## config.mk

```make
export PLATFORM = sky130hd
export DESIGN_NAME = prog_down_timer
export DESIGN_NICKNAME = d
export VERILOG_FILES = /design/src/rtl/pdt_pkg.sv /design/src/rtl/pdt_src_mux.sv /design/src/rtl/pdt_preload.sv /design/src/rtl/pdt_core.sv /design/src/rtl/prog_down_timer.sv
export SDC_FILE = /design/constraint.sdc
export NUM_CORES = 1
export LEC_CHECK = 0
export CORE_MARGIN = 10
export CORE_UTILIZATION = 50
export CTS_BUF_LIST = sky130_fd_sc_hd__clkbuf_8
export DETAILED_ROUTE_END_ITERATION = 8
export DONT_BUFFER_PORTS = 1
export GPL_ROUTABILITY_DRIVEN = 0
export GPL_TIMING_DRIVEN = 0
export HOLD_SLACK_MARGIN = 0.1
export PLACE_DENSITY = 0.77
export SYNTH_ARGS = -nofsm -noshare
export SYNTH_HDL_FRONTEND = slang
export SYNTH_SLANG_ARGS = --single-unit
```

## constraint.sdc

```tcl
create_clock -name clk -period 2.09 [get_ports clk]
set_clock_uncertainty 0.2 [all_clocks]
set_input_delay 0.3135 -clock clk [delete_from_list [all_inputs] [get_ports clk]]
set_output_delay 0.3135 -clock clk [all_outputs]
set_load 0.005 [all_outputs]
```

## src/rtl/pdt_pkg.sv

```systemverilog
package pdt_pkg;
    typedef enum logic {
        PDT_COUNTER = 1'b0,
        PDT_TIMER   = 1'b1
    } pdt_mode_e;
endpackage

```

## src/rtl/pdt_src_mux.sv

```systemverilog
module pdt_src_mux #(
    parameter  int NSRC  = 4,
    localparam int SEL_W = (NSRC > 1) ? $clog2(NSRC) : 1
) (
    input  logic [NSRC-1:0]  src_en,
    input  logic [SEL_W-1:0] src_sel,
    output logic             tick
);
    logic [NSRC-1:0] hit;

    // One gate per source; an out-of-range select yields no tick
    for (genvar g = 0; g < NSRC; g++) begin : g_src
        assign hit[g] = src_en[g] && (src_sel == SEL_W'(g));
    end

    assign tick = |hit;
endmodule

```

## src/rtl/pdt_preload.sv

```systemverilog
module pdt_preload #(
    parameter  int BYTE_W = 8,
    parameter  int NBYTES = 2,
    localparam int TOT_W  = BYTE_W * NBYTES
) (
    input  logic              clk,
    input  logic              rst_n,
    input  logic [NBYTES-1:0] wr,
    input  logic [BYTE_W-1:0] wdata,
    output logic [TOT_W-1:0]  val_next
);
    logic [NBYTES-1:0][BYTE_W-1:0] lane_d, lane_q;

    // Lane 0 is the lower byte, the highest lane the upper byte
    always_comb begin
        lane_d = lane_q;
        for (int i = 0; i < NBYTES; i++) begin
            if (wr[i]) begin
                lane_d[i] = wdata;
            end
        end
    end

    always_ff @(posedge clk) begin
        if (!rst_n) begin
            lane_q <= '0;
        end else begin
            lane_q <= lane_d;
        end
    end

    // Next value, so a write in a start cycle is seen by that start
    assign val_next = lane_d;
endmodule

```

## src/rtl/pdt_core.sv

```systemverilog
module pdt_core #(
    parameter int CNT_W = 16
) (
    input  logic                clk,
    input  logic                rst_n,
    input  logic                tick,
    input  logic                start,
    input  logic                stop,
    input  pdt_pkg::pdt_mode_e  mode,
    input  logic [CNT_W-1:0]    reload,
    output logic [CNT_W-1:0]    count,
    output logic                running,
    output logic                sq,
    output logic                irq
);
    import pdt_pkg::*;

    localparam logic [CNT_W-1:0] ONE = CNT_W'(1);

    typedef struct packed {
        logic [CNT_W-1:0] count;
        logic             run;
        logic             sq;
        logic             irq;
    } core_st_t;

    core_st_t st_d, st_q;
    logic     is_timer;
    logic     active;
    logic     at_tc;

    assign is_timer = (mode == PDT_TIMER);
    assign active   = is_timer || st_q.run;
    assign at_tc    = (st_q.count == ONE);

    always_comb begin
        st_d = st_q;
        if (stop) begin
            st_d.run = 1'b0;
            st_d.irq = 1'b0;
        end else if (start) begin
            st_d.count = reload;
            st_d.run   = 1'b1;
        end else if (active && tick) begin
            if (at_tc) begin
                st_d.irq = 1'b1;
                if (is_timer) begin
                    st_d.count = reload;
                    st_d.sq    = ~st_q.sq;
                end else begin
                    st_d.count = st_q.count - ONE;
                end
            end else begin
                st_d.count = st_q.count - ONE;
            end
        end
    end

    always_ff @(posedge clk) begin
        if (!rst_n) begin
            st_q <= '0;
        end else begin
            st_q <= st_d;
        end
    end

    assign count   = st_q.count;
    assign running = st_q.run;
    assign sq      = st_q.sq;
    assign irq     = st_q.irq;

    // A stop leaves the flag low in the following cycle
    assert_stop_clears_irq_R7: assert property (@(posedge clk) disable iff (!rst_n)
        stop |=> !irq);

    // Terminal count raises the flag
    assert_tc_sets_irq_R7: assert property (@(posedge clk) disable iff (!rst_n)
        (tick && at_tc && active && !start && !stop) |=> irq);

    // Stop cycles and halted counter mode hold the count
    assert_frozen_R6: assert property (@(posedge clk) disable iff (!rst_n)
        (stop || (!is_timer && !running && !start)) |=> $stable(count));

    // No enable, no movement
    assert_no_tick_hold_R3: assert property (@(posedge clk) disable iff (!rst_n)
        (!tick && !start) |=> $stable(count));

    // Running counter mode steps down by one, wrapping past zero
    assert_step_down_R5: assert property (@(posedge clk) disable iff (!rst_n)
        (!is_timer && running && tick && !start && !stop)
        |=> (count == $past(count) - ONE));

    // The square wave moves only on a timer-mode terminal count
    assert_sq_on_tc_only_R4: assert property (@(posedge clk) disable iff (!rst_n)
        !(is_timer && tick && at_tc && !start && !stop) |=> $stable(sq));
endmodule

```

## src/rtl/prog_down_timer.sv

```systemverilog
module prog_down_timer #(
    parameter  int BYTE_W = 8,
    parameter  int NSRC   = 4,
    localparam int NBYTES = 2,
    localparam int CNT_W  = BYTE_W * NBYTES,
    localparam int SEL_W  = (NSRC > 1) ? $clog2(NSRC) : 1
) (
    input  logic              clk,
    input  logic              rst_n,
    input  logic [NBYTES-1:0] pre_wr,
    input  logic [BYTE_W-1:0] pre_data,
    input  logic              mode_timer,
    input  logic              cmd_start,
    input  logic              cmd_stop,
    input  logic [SEL_W-1:0]  clk_sel,
    input  logic [NSRC-1:0]   clk_en_src,
    output logic [CNT_W-1:0]  rd_count,
    output logic              sq_out,
    output logic              tc_irq
);
    import pdt_pkg::*;

    logic             tick;
    logic [CNT_W-1:0] reload_nx;
    logic [CNT_W-1:0] cnt;
    logic             run;
    pdt_mode_e        mode;

    assign mode = pdt_mode_e'(mode_timer);

    pdt_src_mux #(.NSRC(NSRC)) u_src (
        .src_en  (clk_en_src),
        .src_sel (clk_sel),
        .tick    (tick)
    );

    pdt_preload #(.BYTE_W(BYTE_W), .NBYTES(NBYTES)) u_pre (
        .clk      (clk),
        .rst_n    (rst_n),
        .wr       (pre_wr),
        .wdata    (pre_data),
        .val_next (reload_nx)
    );

    pdt_core #(.CNT_W(CNT_W)) u_core (
        .clk     (clk),
        .rst_n   (rst_n),
        .tick    (tick),
        .start   (cmd_start),
        .stop    (cmd_stop),
        .mode    (mode),
        .reload  (reload_nx),
        .count   (cnt),
        .running (run),
        .sq      (sq_out),
        .irq     (tc_irq)
    );

    // Count is visible only while a counter-mode count is halted
    always_comb begin
        rd_count = '0;
        if (mode == PDT_COUNTER && !run) begin
            rd_count = cnt;
        end
    end
endmodule

```

==> run metrics <==
largest net degree at the start of global routing=12; Gate Count Post-Synth=225; Detailed Route WL=5551 um; TritonCTS clock tree=done; P per Cell Area=704.9 nW/um^2; total track usage=14.93%; Peak VDD IR=0.4046 mV; clock sinks=35; post-route cell area=2432 um^2; Syn Nets=248; I/O Buffers=0; Ys Warns=0; Critical R2R Capture=u_core.count[7]; Slew headroom=55.50%; sequential fraction of the synthesis area=35.07%; layout filler cell count=333; Die W=83.22 um; worst setup margin=79.58 ps; Hold Crit Start=pre_data[5]; Starting Density=52.99%; Core Util, Final=64.50%; initial antenna violation count=0; max frequency=497.4 MHz; # DRC=0; final hold slack=106.7 ps; layout cells sized above 1=17.53%; Iter 0 DRT Violations=127; fin cells=299; clk root buf=clkbuf_8; Worst-Skew Late Latency=290 ps; Vias=1807; Cell Area, Synth=1998 um^2; placed cell count=273; die area=6925 um^2; crit path max fanout=5; Reg clk slew, reported paths=70 ps; synthesized area per cell=8.881 um^2; Async SR Flop Fraction=0%; R2R cell count=8; number of max-cap violations=0; library cells used by synthesis=49; core area=3771 um^2; ANT cells=0; Worst Setup SP=u_core.count[1]; final setup fails=0; startpoint types=register; min-delay worst type=in2reg; status=finished clean; CTS buffer count=5; Slew @ Worst Pin=667.5 ps; Worst Path Required=2060 ps; Final HPWL DP=3957 um; Seq cells post-synth=35; crit path time final=2010 ps; Hold Vio Cnt, Final=0; WL/cell=18.57 um; I/O Pins=39; fin nets=273; Layout area overhead=21.73%; hold-critical path depth=2; Longest Clk Path Bufs=2; Worst EP arrival=1980 ps; pre-CTS setup slack=-207.4 ps; placed inst area=2058 um^2; crit path kind=reg2reg; Post-synth EDFFs=0; setup TNS=0 ps; static leakage=0.9822 nW; Die Y=83.22 um; top_reg_cell synth=dfxtp_1; first drt pass iteration count=4; first-pass GRT wire length=8749 um; # H-tree levels=2; flop2flop setup slack=80 ps; Critical R2R Launch=u_core.count[1]; # rows=22; Critical Path End Type=register; grt total ovfl=0; fin crit share=96.19%; DRT antenna net count=0; Power Total=1.715 mW; Pins Over Slew Limit=0; Hold EP=u_pre.lane_q[13]; vias in the first global route=1725; drt via density=6.043
## worst max-delay path, stage by stage, from the launching register on
cell,delay [ps]
dfxtp_4,360
inv_2,80
ha_4,130
nor4b_4,260
nand4_4,210
buf_8,190
nand4_4,130
nor3_2,50
a211o_1,280
## placed cells by master, fill, tap and decap left out, types with 2 or more instances in the layout
cell           netlist  final
nor4_4               1      3
dfxtp_4              0      2
nor3_2               1      2
a211o_1              4      4
nand2_1             21     21
dfxtp_1             35     33
o22ai_1              5      5
nor4b_2              1      2
nor3_1               7      6
nor2_1               8      8
o21ai_1              3      3
and2_1              20     20
buf_4                0      4
nor4_1               4      3
or3_1                5      5
nand3_1              9      9
buf_6                3      2
mux2i_1             16     16
or2_2                2      2
a22oi_1              4      4
nor2b_1             16     15
mux2_2               4      4
dlygate4sd3_1        0     12
nand4_4              0      2
clkbuf_8             0      5
clkbuf_1             7      7
inv_1                3      3
a21oi_1             16     16
o21a_1               2      2
## cells in the mapped netlist (3+ instances only)
cell type / count / share of area (%)
nor2_1: 8 / 1.5
nor3_1: 7 / 1.8
clkbuf_1: 7 / 1.3
a22oi_1: 4 / 1.5
nor4_1: 4 / 1.3
dfxtp_1: 35 / 35
o21ai_1: 3 / 0.75
or3_1: 5 / 1.6
nand3_1: 9 / 2.3
nor2b_1: 16 / 5.0
mux2i_1: 16 / 8.0
and2_1: 20 / 6.3
o22ai_1: 5 / 1.6
nand2_1: 21 / 3.9
a21oi_1: 16 / 4.0
a211o_1: 4 / 1.8
buf_6: 3 / 1.7
mux2_2: 4 / 2.3
inv_1: 3 / 0.56
## state kept, by name, indices dropped and copies added (netlist names)
name / cells
u_core.irq: 1
u_core.running: 1
u_pre.lane_q: 16
u_core.sq: 1
u_core.count: 16
## layer usage
metal	track usage (%)	share of wire, %	vias to the layer above
li1	-	-	865
met1	19.06	43	874
met2	23.95	49	63
met3	4.102	8.1	5
met4	3.846	0.67	0
met5	0	0	-
## report_power, final
| group | switching [mW] | internal, mW | total (mW) |
|---|---|---|---|
| clock network | 0.244 | 0.228 | 0.472 |
| registers | 0.0578 | 0.711 | 0.768 |
| logic | 0.255 | 0.220 | 0.474 |
## cell type report
type | instances | area, um^2 | area share (%)
multi-input combinational | 177 | 1309 | 53.81
sequential | 35 | 708.2 | 29.12
timing repair buffer | 18 | 195.2 | 8.025
clock buffer | 5 | 68.82 | 2.829
buffer | 10 | 63.81 | 2.623
tap | 48 | 60.06 | 2.469
clock inverter | 3 | 16.27 | 0.6687
inverter | 3 | 11.26 | 0.4630
## worst max-delay path by stage
stage          depth (start not counted)          endpoint
3_3_place_gp                           8  u_core.count[10]
6_report                               8   u_core.count[7]
4_1_cts                                6   u_core.count[4]
2_1_floorplan                          8  u_core.count[10]
3_5_place_dp                           8  u_core.count[10]
5_1_grt                                6  u_core.count[11]
## what timing repair did
action,4_1_cts,5_1_grt
hold buffers,11,1
resized for setup,4,14
buffers inserted,1,4
hold endpoints to repair,14,1
setup endpoints to repair,9,14
cloned,0,1
pin swaps,2,5
## kinds of logic (layout without fill, tap and decap cells)
kind of cell | after synthesis | after routing | synth area share [%]
multiplexers | 21 | 21 | 11.40
flip-flops | 35 | 35 | 35.07
AO/OA/AOI/OAI | 43 | 43 | 14.90
AND/OR/NAND/NOR | 110 | 110 | 33.38
XOR/XNOR | 1 | 1 | 0.4384
adder cells (fa/ha/maj) | 2 | 2 | 1.252
buffers and inverters | 13 | 39 | 3.569
Power figures use the tool's default switching activity.
